[config.mk]
export PLATFORM = sky130hd
export DESIGN_NAME = os_dual_oneshot
export DESIGN_NICKNAME = d
export VERILOG_FILES = /design/src/rtl/os_pkg.sv /design/src/rtl/os_sync_edge.sv /design/src/rtl/os_trig_decode.sv /design/src/rtl/os_pulse_timer.sv /design/src/rtl/os_dual_oneshot.sv
export SDC_FILE = /design/constraint.sdc
export NUM_CORES = 1
export LEC_CHECK = 0
export BUFFER_PORTS_ARGS = -buffer_cell sky130_fd_sc_hd__buf_2
export CAP_MARGIN = 20
export CORE_MARGIN = 2
export CORE_UTILIZATION = 52
export DETAILED_ROUTE_END_ITERATION = 12
export PLACE_DENSITY_LB_ADDON = 0.15
export REMOVE_ABC_BUFFERS = 1
export SYNTH_ARGS = -nofsm -noshare
export SYNTH_HDL_FRONTEND = slang
export SYNTH_SLANG_ARGS = --single-unit
[constraint.sdc]
create_clock -name clk -period 2.2 [get_ports clk]
set_input_delay 0.22 -clock clk [delete_from_list [all_inputs] [get_ports clk]]
set_output_delay 0.22 -clock clk [all_outputs]
set_load 0.05 [all_outputs]
[src/rtl/os_pkg.sv]
`timescale 1ns/1ps
// Shared types for the digital one-shot.
// Assumes: nothing; only declarations.
package os_pkg;
    // Phase of one channel's pulse.
    typedef enum logic [1:0] {
        PH_IDLE = 2'd0,
        PH_HOLD = 2'd1,
        PH_RUN  = 2'd2
    } phase_t;
endpackage

[src/rtl/os_sync_edge.sv]
`timescale 1ns/1ps
// Two-flop synchroniser followed by one edge detector.
// DETECT_RISE selects whether edge_o flags a rising or a falling edge.
// Assumes: the input is asynchronous. Edge reports are held off for three
// clocks after reset so that the reset values of the flops cannot look like an edge.
module os_sync_edge #(
    parameter bit DETECT_RISE = 1'b1
) (
    input  logic clk,
    input  logic rst_n,
    input  logic async_i,
    output logic lvl_o,
    output logic edge_o
);
    localparam int ARM_STAGES = 3;

    logic                  s1_q, s2_q, prev_q;
    logic [ARM_STAGES-1:0] arm_q;

    // Resolve metastability in two flops and keep the previous level.
    always_ff @(posedge clk) begin
        if (!rst_n) begin
            s1_q   <= 1'b0;
            s2_q   <= 1'b0;
            prev_q <= 1'b0;
        end else begin
            s1_q   <= async_i;
            s2_q   <= s1_q;
            prev_q <= s2_q;
        end
    end

    // Arm edge reporting once the pipeline holds real input values.
    always_ff @(posedge clk) begin
        if (!rst_n) arm_q <= '0;
        else        arm_q <= {arm_q[ARM_STAGES-2:0], 1'b1};
    end

    assign lvl_o = s2_q;

    generate
        if (DETECT_RISE) begin : g_rise
            assign edge_o = arm_q[ARM_STAGES-1] & s2_q & ~prev_q;
        end else begin : g_fall
            assign edge_o = arm_q[ARM_STAGES-1] & ~s2_q & prev_q;
        end
    endgenerate

    // an edge report always matches the current synchronised level.
    a_r6_edge_level: assert property (@(posedge clk) disable iff (!rst_n)
        edge_o |-> (lvl_o == DETECT_RISE));
endmodule

[src/rtl/os_trig_decode.sv]
`timescale 1ns/1ps
// Combines the synchronised levels and edges into one trigger strobe.
// Assumes: all inputs come from os_sync_edge instances in the same clock domain.
module os_trig_decode (
    input  logic a_lvl_i,
    input  logic a_fall_i,
    input  logic b_lvl_i,
    input  logic b_rise_i,
    input  logic c_lvl_i,
    input  logic c_rise_i,
    output logic trig_o
);
    logic via_b, via_a, via_c;

    // Each trigger path is gated by the level of the other input (inhibit).
    always_comb begin
        via_b  = b_rise_i & ~a_lvl_i;
        via_a  = a_fall_i &  b_lvl_i;
        via_c  = c_rise_i & ~a_lvl_i & b_lvl_i;
        trig_o = c_lvl_i & (via_b | via_a | via_c);
    end
endmodule

[src/rtl/os_pulse_timer.sv]
`timescale 1ns/1ps
// Pulse generator for one channel: a fixed hold phase, then a run phase of
// the sampled width. A trigger in the hold phase is ignored. A trigger in the
// run phase restarts the run phase.
// Assumes: HOLD_CYC >= 1; trig_i and clr_lvl_i are synchronous.
module os_pulse_timer
    import os_pkg::*;
#(
    parameter int WIDTH_W  = 8,
    parameter int HOLD_CYC = 2
) (
    input  logic               clk,
    input  logic               rst_n,
    input  logic               clr_lvl_i,
    input  logic               trig_i,
    input  logic [WIDTH_W-1:0] width_i,
    output logic               pulse_o
);
    localparam int HCW = (HOLD_CYC > 1) ? $clog2(HOLD_CYC) : 1;
    localparam logic [HCW-1:0] HOLD_LAST = HCW'(HOLD_CYC - 1);

    phase_t             ph_q;
    logic [HCW-1:0]     hcnt_q;
    logic [WIDTH_W-1:0] tcnt_q, wlat_q, w_eff;

    // A width of zero is treated as one cycle.
    always_comb w_eff = (width_i == '0) ? WIDTH_W'(1) : width_i;

    // Phase sequencing with hold-phase and run-phase counters.
    always_ff @(posedge clk) begin
        if (!rst_n || !clr_lvl_i) begin
            ph_q   <= PH_IDLE;
            hcnt_q <= '0;
            tcnt_q <= '0;
            wlat_q <= '0;
        end else begin
            case (ph_q)
                PH_IDLE: begin
                    if (trig_i) begin
                        ph_q   <= PH_HOLD;
                        hcnt_q <= '0;
                        wlat_q <= w_eff;
                    end
                end
                PH_HOLD: begin
                    if (hcnt_q == HOLD_LAST) begin
                        ph_q   <= PH_RUN;
                        tcnt_q <= '0;
                    end else begin
                        hcnt_q <= hcnt_q + 1'b1;
                    end
                end
                PH_RUN: begin
                    if (trig_i) begin
                        tcnt_q <= '0;
                        wlat_q <= w_eff;
                    end else if (tcnt_q == wlat_q - 1'b1) begin
                        ph_q   <= PH_IDLE;
                        tcnt_q <= '0;
                    end else begin
                        tcnt_q <= tcnt_q + 1'b1;
                    end
                end
                default: ph_q <= PH_IDLE;
            endcase
        end
    end

    assign pulse_o = (ph_q != PH_IDLE);

    // a low clear level drops the pulse on the next edge.
    a_r4_clear_drops: assert property (@(posedge clk) disable iff (!rst_n)
        !clr_lvl_i |=> !pulse_o);
    // the pulse never rises without a trigger.
    a_r6_no_spurious: assert property (@(posedge clk) disable iff (!rst_n)
        (!pulse_o && !trig_i) |=> !pulse_o);
    // an accepted trigger always gives a high pulse.
    a_r6_trig_raises: assert property (@(posedge clk) disable iff (!rst_n)
        (trig_i && clr_lvl_i) |=> pulse_o);
    // the hold phase always leads into the run phase, never to idle.
    a_r8_hold_continues: assert property (@(posedge clk) disable iff (!rst_n)
        (ph_q == PH_HOLD && clr_lvl_i) |=> (ph_q != PH_IDLE));
    // the run counter stays below the latched width.
    a_r7_run_bound: assert property (@(posedge clk) disable iff (!rst_n)
        (ph_q == PH_RUN) |-> (tcnt_q < wlat_q));
endmodule

[src/rtl/os_dual_oneshot.sv]
`timescale 1ns/1ps
// Multi-channel retriggerable one-shot. Each channel synchronises its three
// inputs, decodes the trigger conditions and runs its own pulse timer.
// Assumes: the inputs are asynchronous to clk; width_i is stable near triggers.
module os_dual_oneshot #(
    parameter int N_CH     = 2,
    parameter int WIDTH_W  = 8,
    parameter int HOLD_CYC = 2
) (
    input  logic                    clk,
    input  logic                    rst_n,
    input  logic [N_CH-1:0]         fall_trig_i,
    input  logic [N_CH-1:0]         rise_trig_i,
    input  logic [N_CH-1:0]         clr_n_i,
    input  logic [N_CH*WIDTH_W-1:0] width_i,
    output logic [N_CH-1:0]         pulse_o,
    output logic [N_CH-1:0]         pulse_n_o
);
    genvar c;
    generate
        for (c = 0; c < N_CH; c++) begin : g_ch
            logic a_lvl, a_fall, b_lvl, b_rise, c_lvl, c_rise, trig;

            os_sync_edge #(.DETECT_RISE(1'b0)) u_sync_a (
                .clk(clk), .rst_n(rst_n), .async_i(fall_trig_i[c]),
                .lvl_o(a_lvl), .edge_o(a_fall));
            os_sync_edge #(.DETECT_RISE(1'b1)) u_sync_b (
                .clk(clk), .rst_n(rst_n), .async_i(rise_trig_i[c]),
                .lvl_o(b_lvl), .edge_o(b_rise));
            os_sync_edge #(.DETECT_RISE(1'b1)) u_sync_c (
                .clk(clk), .rst_n(rst_n), .async_i(clr_n_i[c]),
                .lvl_o(c_lvl), .edge_o(c_rise));

            os_trig_decode u_dec (
                .a_lvl_i(a_lvl), .a_fall_i(a_fall),
                .b_lvl_i(b_lvl), .b_rise_i(b_rise),
                .c_lvl_i(c_lvl), .c_rise_i(c_rise),
                .trig_o(trig));

            os_pulse_timer #(.WIDTH_W(WIDTH_W), .HOLD_CYC(HOLD_CYC)) u_tmr (
                .clk(clk), .rst_n(rst_n), .clr_lvl_i(c_lvl), .trig_i(trig),
                .width_i(width_i[c*WIDTH_W +: WIDTH_W]),
                .pulse_o(pulse_o[c]));

            // the inverse output follows the pulse.
            assign pulse_n_o[c] = ~pulse_o[c];
        end
    endgenerate
endmodule

==> flow_summary_export.csv, run 1 <==
group,metric,value,unit
run_status,status,"finished, final reports clean",
worst_setup_path,cp_max_fo,7,
worst_setup_path,crit_path_max_incr_delay,0.45,ns
power,internal_power,0.00156,W
detailed_routing,drc,0,
worst_setup_path,timing.rr.end,"g_ch[0].u_tmr.tcnt_q[4]",
finish,fin_area,3210,um2
min_path,hold_start,"fall_trig_i[1]",
worst_setup_path,slowest_stage,"dfxtp_1",
clock_network,cts-root-buf,"clkbuf_8",
timing,hold_violations,0,
detailed_routing,dr.pass1.iters,5,
worst_setup_path,critical_path.top_delay_family,"compound AO/OA/AOI/OAI gates",
power,share_seq_of_total_power,0.528,
clock_network,htree_levels,3,
die,core_area,5140,um2
worst_setup_path,r2r_setup_slack,0.14,ns
logic_synthesis,synth_most_common_cell,"dfxtp_1",
finish,drive_above_1_share,0.187,
logic_synthesis,async_reset_ff_frac,0,
placement,placed_cells,407,
power,clkPwrFrac,0.447,
power,p_leak,1.26,nW
finish,syn2layout_area_growth,15.9,%
die,rows,26,
timing,period_minus_slack,2.06,ns
logic_synthesis,synth_edf_count,0,
power,switching_share,0.242,
timing,clock-skew-final,0.0121,ns
clock_network,cts.path.max_buffers,2,
global_route,grt_pass1_wl,8780,um
placement,portBuffers,27,
placement,dpl_cell_area,3010,um2
die,start_util,0.539,
timing,post-route-period-util,0.938,
logic_synthesis,ys.flop_type,"dfxtp_1",
timing,hold_ws,0.0844,ns
detailed_routing,num_vias,2199,
timing,drv_slew,0,
finish,antenna_cells,0,
logic_synthesis,ys_seq_area_frac,0.426,
power,power.net_switching,0.000499,W
worst_setup_path,cp.arrival,2.33,ns
global_route,antenna_found_initial,0,
logic_synthesis,syn_inst,313,
timing,relSlewSlack,0.636,
placement,place.gp.congestion,0.829,
worst_setup_path,criticalPathCategory,"flop to flop",
placement,hpwl,3530,um
logic_synthesis,synth.distinct_cells,49,
global_route,grt_pass1_vias,2100,
die,pin_count,28,
worst_setup_path,reg2reg_from,"g_ch[0].u_tmr.wlat_q[0]",
worst_setup_path,end_kind,"flop",
power,power.density,641,nW/um2
logic_synthesis,yosysTopAreaCell,"dfxtp_1",
timing,setup_violations,0,
detailed_routing,wirelength,4930,um
logic_synthesis,ys_warn_count,0,
timing,fmax,485,MHz
logic_synthesis,synth_common_cells,"dfxtp_1, nor2_1, nand2_1",
logic_synthesis,synth_seq_cells,59,
timing,worst_pin_slew,0.541,ns
worst_setup_path,path_cells,"inv_1, ha_1, xnor2_1, nand4_1, o31a_1, nand2_1, a211oi_4, nand2b_1, a31oi_1",
detailed_routing,ant_nets,0,
timing,timing.setup.tns,0,ns
worst_setup_path,worst-path-buf-inv,1,
logic_synthesis,syn_area,2770,um2
global_route,grt_start_max_net_pins,22,
clock_network,insertion_delay,0.34,ns
finish,nNetsFinal,376,
power,ir_drop,0.000659,V
global_route,grtUsageTotal,0.186,
global_route,grt_overflow_total,0,
clock_network,numCtsBuffers,9,
worst_setup_path,critPathRequiredTime,2.46,ns
logic_synthesis,ys_top_cells_by_area,"dfxtp_1, mux2i_1, and2_1",
finish,top_regs,"g_ch.u_tmr.tcnt_q: 16 flops, g_ch.u_tmr.wlat_q: 16 flops, g_ch.u_tmr.ph_q: 4 flops",
logic_synthesis,yosys.area.top_type_share,0.426,
detailed_routing,vias_per_cell,5.20,
power,pwr-share-comb,0.025,
clock_network,clk_pin_slew,0.07,ns
detailed_routing,drt_iter0_drc,41,
worst_setup_path,reg2reg_depth,9,
run,max_cap_viol_count,0,
die,die_w,77.0,um
detailed_routing,post_drt_wl_per_cell,11.7,um
worst_setup_path,start_kind,"flop",
min_path,hold_end,"g_ch[1].u_sync_a.s1_q",
die,die_y,77.0,um
min_path,worst_hold_path_type,"input pin to flop",
clock_network,cts_tree,"yes",
logic_synthesis,synth.avg_cell_area,8.85,um2
clock_network,clock_sinks,59,
min_path,hold_depth,2,
finish,final_cells,423,
die,dieArea,5930,um2
[power groups by stage]
stage	clock network (W)	logic, W	registers (W)
6_report	0.000921	0.0000512	0.00109
5_1_grt	0.00100	0.0000585	0.00109
4_1_cts	0.000949	0.0000520	0.00109
3_5_place_dp	0	0.0000518	0.00111
3_3_place_gp	0	0.0000502	0.00111
2_1_floorplan	0	0.0000191	0.00111
[placed cells by master (no fill, tap or decap), types with 2 or more instances in the layout]
cell | Yosys | final
or2_2 | 6 | 6
inv_6 | 0 | 3
nor3b_1 | 2 | 2
nor2_1 | 26 | 26
a21oi_1 | 15 | 15
o21bai_1 | 5 | 5
nand2b_1 | 7 | 7
nor3_1 | 12 | 11
a211oi_1 | 4 | 4
nand4_1 | 5 | 5
clkbuf_8 | 0 | 10
dfxtp_1 | 59 | 59
nand3b_1 | 2 | 2
o21ai_0 | 9 | 9
a31oi_1 | 3 | 3
xor2_1 | 11 | 11
nor4_1 | 4 | 4
o31a_1 | 2 | 2
nand3_1 | 8 | 8
mux2i_1 | 15 | 15
xnor2_1 | 13 | 13
a211o_1 | 3 | 3
nand2_1 | 22 | 21
and2_1 | 20 | 20
and3_1 | 5 | 5
nor2b_1 | 5 | 5
ha_1 | 4 | 4
buf_4 | 2 | 12
inv_1 | 13 | 13
buf_2 | 3 | 27
[worst max-delay path by stage]
stage	startpoint	end	depth (start not counted)
CTS	g_ch[1].u_tmr.wlat_q[0]	g_ch[1].u_tmr.tcnt_q[6]	9
global route	g_ch[0].u_tmr.wlat_q[0]	g_ch[0].u_tmr.tcnt_q[4]	9
finish	g_ch[0].u_tmr.wlat_q[0]	g_ch[0].u_tmr.tcnt_q[4]	9
global placement	g_ch[1].u_tmr.wlat_q[0]	g_ch[1].u_tmr.tcnt_q[6]	9
floorplan	g_ch[1].u_tmr.wlat_q[0]	g_ch[1].u_tmr.tcnt_q[6]	9
detailed placement	g_ch[1].u_tmr.wlat_q[0]	g_ch[1].u_tmr.tcnt_q[6]	9
[final cells by class]
class,instances,area (um2)
Tap cell,70,87.6
Multi-Input combinational cell,226,1480
Clock buffer,10,138
Inverter,13,48.8
Sequential cell,59,1180
Clock inverter,6,47.5
Timing Repair Buffer,39,225
Fill cell,471,1930
[timing repair]
item / CTS / global route
hold buffers: 0 / 0
endpoints found under the setup margin: 0 / 12
buffers inserted: 0 / 0
gates resized for setup: 0 / 4
[kinds of logic (layout without fill, tap and decap cells)]
kind of cell	Yosys count	count (layout)	share of synthesized area
AOI/OAI and AO/OA	55	55	0.135
xor gates and xnor gates	24	24	0.0759
adders and majority gates	4	4	0.0181
buffers and inverters	28	68	0.0452
DFF	59	59	0.426
muxes	15	15	0.0542
and+or+nand+nor	128	128	0.246
[through the flow]
stage / util / power, W / worst slack, ns
floorplan: - / 0.00113 / 0.0115
global placement: 0.585 / 0.00116 / 0.0716
detailed placement: 0.585 / 0.00116 / 0.0156
CTS: 0.621 / 0.00209 / 0.00859
global route: 0.625 / 0.00215 / -0.000735
finish: 0.625 / 0.00206 / 0.137
[metal layers]
layer	track usage	share of wire	up-vias
li1	-	-	1146
met1	0.213	0.47	1010
met2	0.317	0.48	34
met3	0.0671	0.038	9
met4	0.0750	0.014	0
met5	0	0	-
(Power assumes the default switching activity.)
==> inputs of run 2 (changes only) <==
ABC_AREA = 1   (was default)
CORE_UTILIZATION = 53   (was 52)
==> run 2 against run 1 <==
Routed wire length rose by 22%. Combinational power rose by 8.4%. Area after synthesis rose by 6.3%. Setup slack improved by 0.31 ns. Sequential power barely moved. First-iteration DRC count rose to 3.6 times the previous value. Sequential share of layout area fell by 1.7 points. Largest cell class unchanged. Largest power group is now the clock network.
==> flow_summary_export.csv, run 2 <==
group,metric,value,unit
logic_synthesis,synth_common_cells,"nand2_1, inv_1, dfxtp_1",
detailed_routing,drc,0,
logic_synthesis,synth_fa_ha_area_frac,0.0170,
timing,setup_violations,0,
run,max_cap_viol_count,0,
logic_synthesis,ys.flop_type,"dfxtp_1",
power,power.density,673,nW/um2
global_route,grt_pass1_vias,2426,
clock_network,cts_resized,0,
clock_network,htree_levels,3,
timing,rsz0062_at_grt,"no",
clock_network,post-cts-setup-buffers,0,
logic_synthesis,synth.distinct_cells,30,
detailed_routing,dr.pass1.iters,4,
logic_synthesis,synth.mux.area_fraction,0,
placement,portBuffers,27,
detailed_routing,ant_nets,0,
detailed_routing,num_vias,2680,
placement,detailedPlace.worstSlack,0.458,ns
global_route,antenna_found_initial,0,
power,p_leak,1.54,nW
logic_synthesis,synth_compound_area_frac,0.115,
timing,drv_slew,0,
run_status,status,"finished, final reports clean",
global_route,grt_overflow_total,0,
timing,post-route-period-util,0.798,
global_route,grt_pass1_wl,10400,um
finish,fin_area,3360,um2
worst_setup_path,critPathRequiredTime,2.43,ns
logic_synthesis,async_reset_ff_frac,0,
placement,hpwl,4280,um
clock_network,insertion_delay,0.34,ns
die,dieArea,6170,um2
detailed_routing,drt_iter0_drc,149,
worst_setup_path,end_kind,"flop",
clock_network,ctsHoldBuffers,0,
finish,drive_above_1_share,0.138,
finish,nNetsFinal,489,
timing,relSlewSlack,0.574,
clock_network,cts_tree,"yes",
detailed_routing,vias_per_cell,4.99,
logic_synthesis,syn_inst,429,
logic_synthesis,yosys.area_share.simple,0.319,
finish,fillCellCount,531,
die,core_area,5440,um2
logic_synthesis,synth_most_common_cell,"nand2_1",
worst_setup_path,cp_max_fo,9,
die,die_y,78.5,um
timing,worst_pin_slew,0.637,ns
die,start_util,0.542,
logic_synthesis,syn_area,2950,um2
die,pin_count,28,
detailed_routing,post_drt_wl_per_cell,11.2,um
finish,final_cell_mix,"nand2_1, inv_1, dfxtp_1",
timing,fmax,570,MHz
clock_network,clock_sinks,59,
clock_network,clk_pin_slew,0.06,ns
logic_synthesis,yosysTopAreaCell,"dfxtp_1",
timing,timing.setup.tns,0,ns
power,total_power,0.00226,W
detailed_routing,wirelength,6000,um
finish,antenna_cells,0,
logic_synthesis,synth_top_family_by_area,"simple AND/OR/NAND/NOR gates",
logic_synthesis,synth.avg_cell_area,6.87,um2
clock_network,numCtsBuffers,9,
logic_synthesis,ys_warn_count,0,
clock_network,cts.path.max_buffers,2,
logic_synthesis,ys_top_cells_by_area,"dfxtp_1, nand2_1, inv_1",
timing,clock-skew-final,0.0115,ns
global_route,grtUsageTotal,0.216,
die,rows,27,
worst_setup_path,criticalPathCategory,"flop to flop",
die,die_w,78.5,um
timing,layout_setup_ws,0.445,ns
logic_synthesis,yosys.area.top_type_share,0.401,
logic_synthesis,ys_seq_area_frac,0.401,
finish,top_regs,"g_ch.u_tmr.tcnt_q: 16 flops, g_ch.u_tmr.wlat_q: 16 flops, g_ch.u_tmr.ph_q: 4 flops",
logic_synthesis,synth_edf_count,0,
global_route,grt_start_max_net_pins,16,
worst_setup_path,start_kind,"flop",
finish,mostFrequentLayoutCell,"nand2_1",
timing,period_minus_slack,1.75,ns
logic_synthesis,synth_xor_area_frac,0.0416,
power,ir_drop,0.000400,V
timing,hold_violations,0,
logic_synthesis,synth_seq_cells,59,
worst_setup_path,cp.arrival,1.98,ns
min_path,worst_hold_path_type,"input pin to flop",
placement,dpl_cell_area,3140,um2
worst_setup_path,r2r_setup_slack,0.45,ns
placement,place.gp.congestion,0.801,
clock_network,cts-root-buf,"clkbuf_8",
finish,syn2layout_area_growth,14.2,%
[run 2: changes by cell type after synthesis, sizes merged, moves of 20 or more]
| cell | delta |
|---|---|
| nor2 | +23 |
| nand2 | +88 |
| and2 | -20 |
| inv | +57 |
| a21oi | +21 |
| nand3 | +23 |
[run 2: where the power goes]
group          internal (W)  total (W)  switching, W  leakage, nW
logic             0.0000246  0.0000555     0.0000309        0.947
clock network      0.000693    0.00112      0.000427        0.115
registers           0.00108    0.00109    0.00000475        0.479
[run 2: cell families (layout without fill, tap and decap cells)]
group | Yosys count | after routing
simple gates | 208 | 208
flops | 59 | 59
buf+inv | 79 | 115
fa+ha+maj | 4 | 4
compound gates | 65 | 65
xor+xnor | 14 | 14
[run 2: layout make-up]
class | count | area (um2) | share of cell area
clock buffer | 11 | 151 | 0.0450
clock inverter | 4 | 73.8 | 0.0219
inverter | 71 | 267 | 0.0792
tap | 72 | 90.1 | 0.0268
sequential | 59 | 1180 | 0.351
timing repair buffer | 29 | 150 | 0.0446
multi-input combinational | 291 | 1450 | 0.431
[run 2: routing by layer]
layer | global-route usage | up-vias | part of all wire
met5 | 0 | - | 0
met4 | 0.116 | 0 | 0.023
met3 | 0.0494 | 12 | 0.050
met2 | 0.343 | 58 | 0.43
met1 | 0.272 | 1190 | 0.50
li1 | - | 1420 | -
[run 2: worst max-delay path: stages (launching register included)]
cell	delay (ns)
dfxtp_1	0.40
inv_1	0.10
ha_1	0.31
xor2_1	0.13
nand3_1	0.09
nor2_1	0.11
nand2_1	0.07
nor2_2	0.09
nand2_2	0.12
o21ai_1	0.15
a21oi_1	0.07
[run 2: metrics by stage]
step | hold WS (ns) | util | instances
2_1_floorplan | 0.248 | - | 421
3_3_place_gp | 0.392 | 0.577 | 522
3_5_place_dp | 0.400 | 0.577 | 522
4_1_cts | 0.0445 | 0.619 | 537
5_1_grt | 0.0598 | 0.619 | 537
6_report | 0.0591 | 0.619 | 537
[run 2: path summary, 6_finish.rpt]
check,from,end,cells past startpoint
worst min-delay path,rise_trig_i[0],g_ch[0].u_sync_b.s1_q,3
worst max register to register,g_ch[0].u_tmr.wlat_q[0],g_ch[0].u_tmr.ph_q[1],10
worst min register to register,g_ch[0].u_sync_b.s1_q,g_ch[0].u_sync_b.lvl_o,2
worst max-delay path,g_ch[0].u_tmr.wlat_q[0],g_ch[0].u_tmr.ph_q[1],10
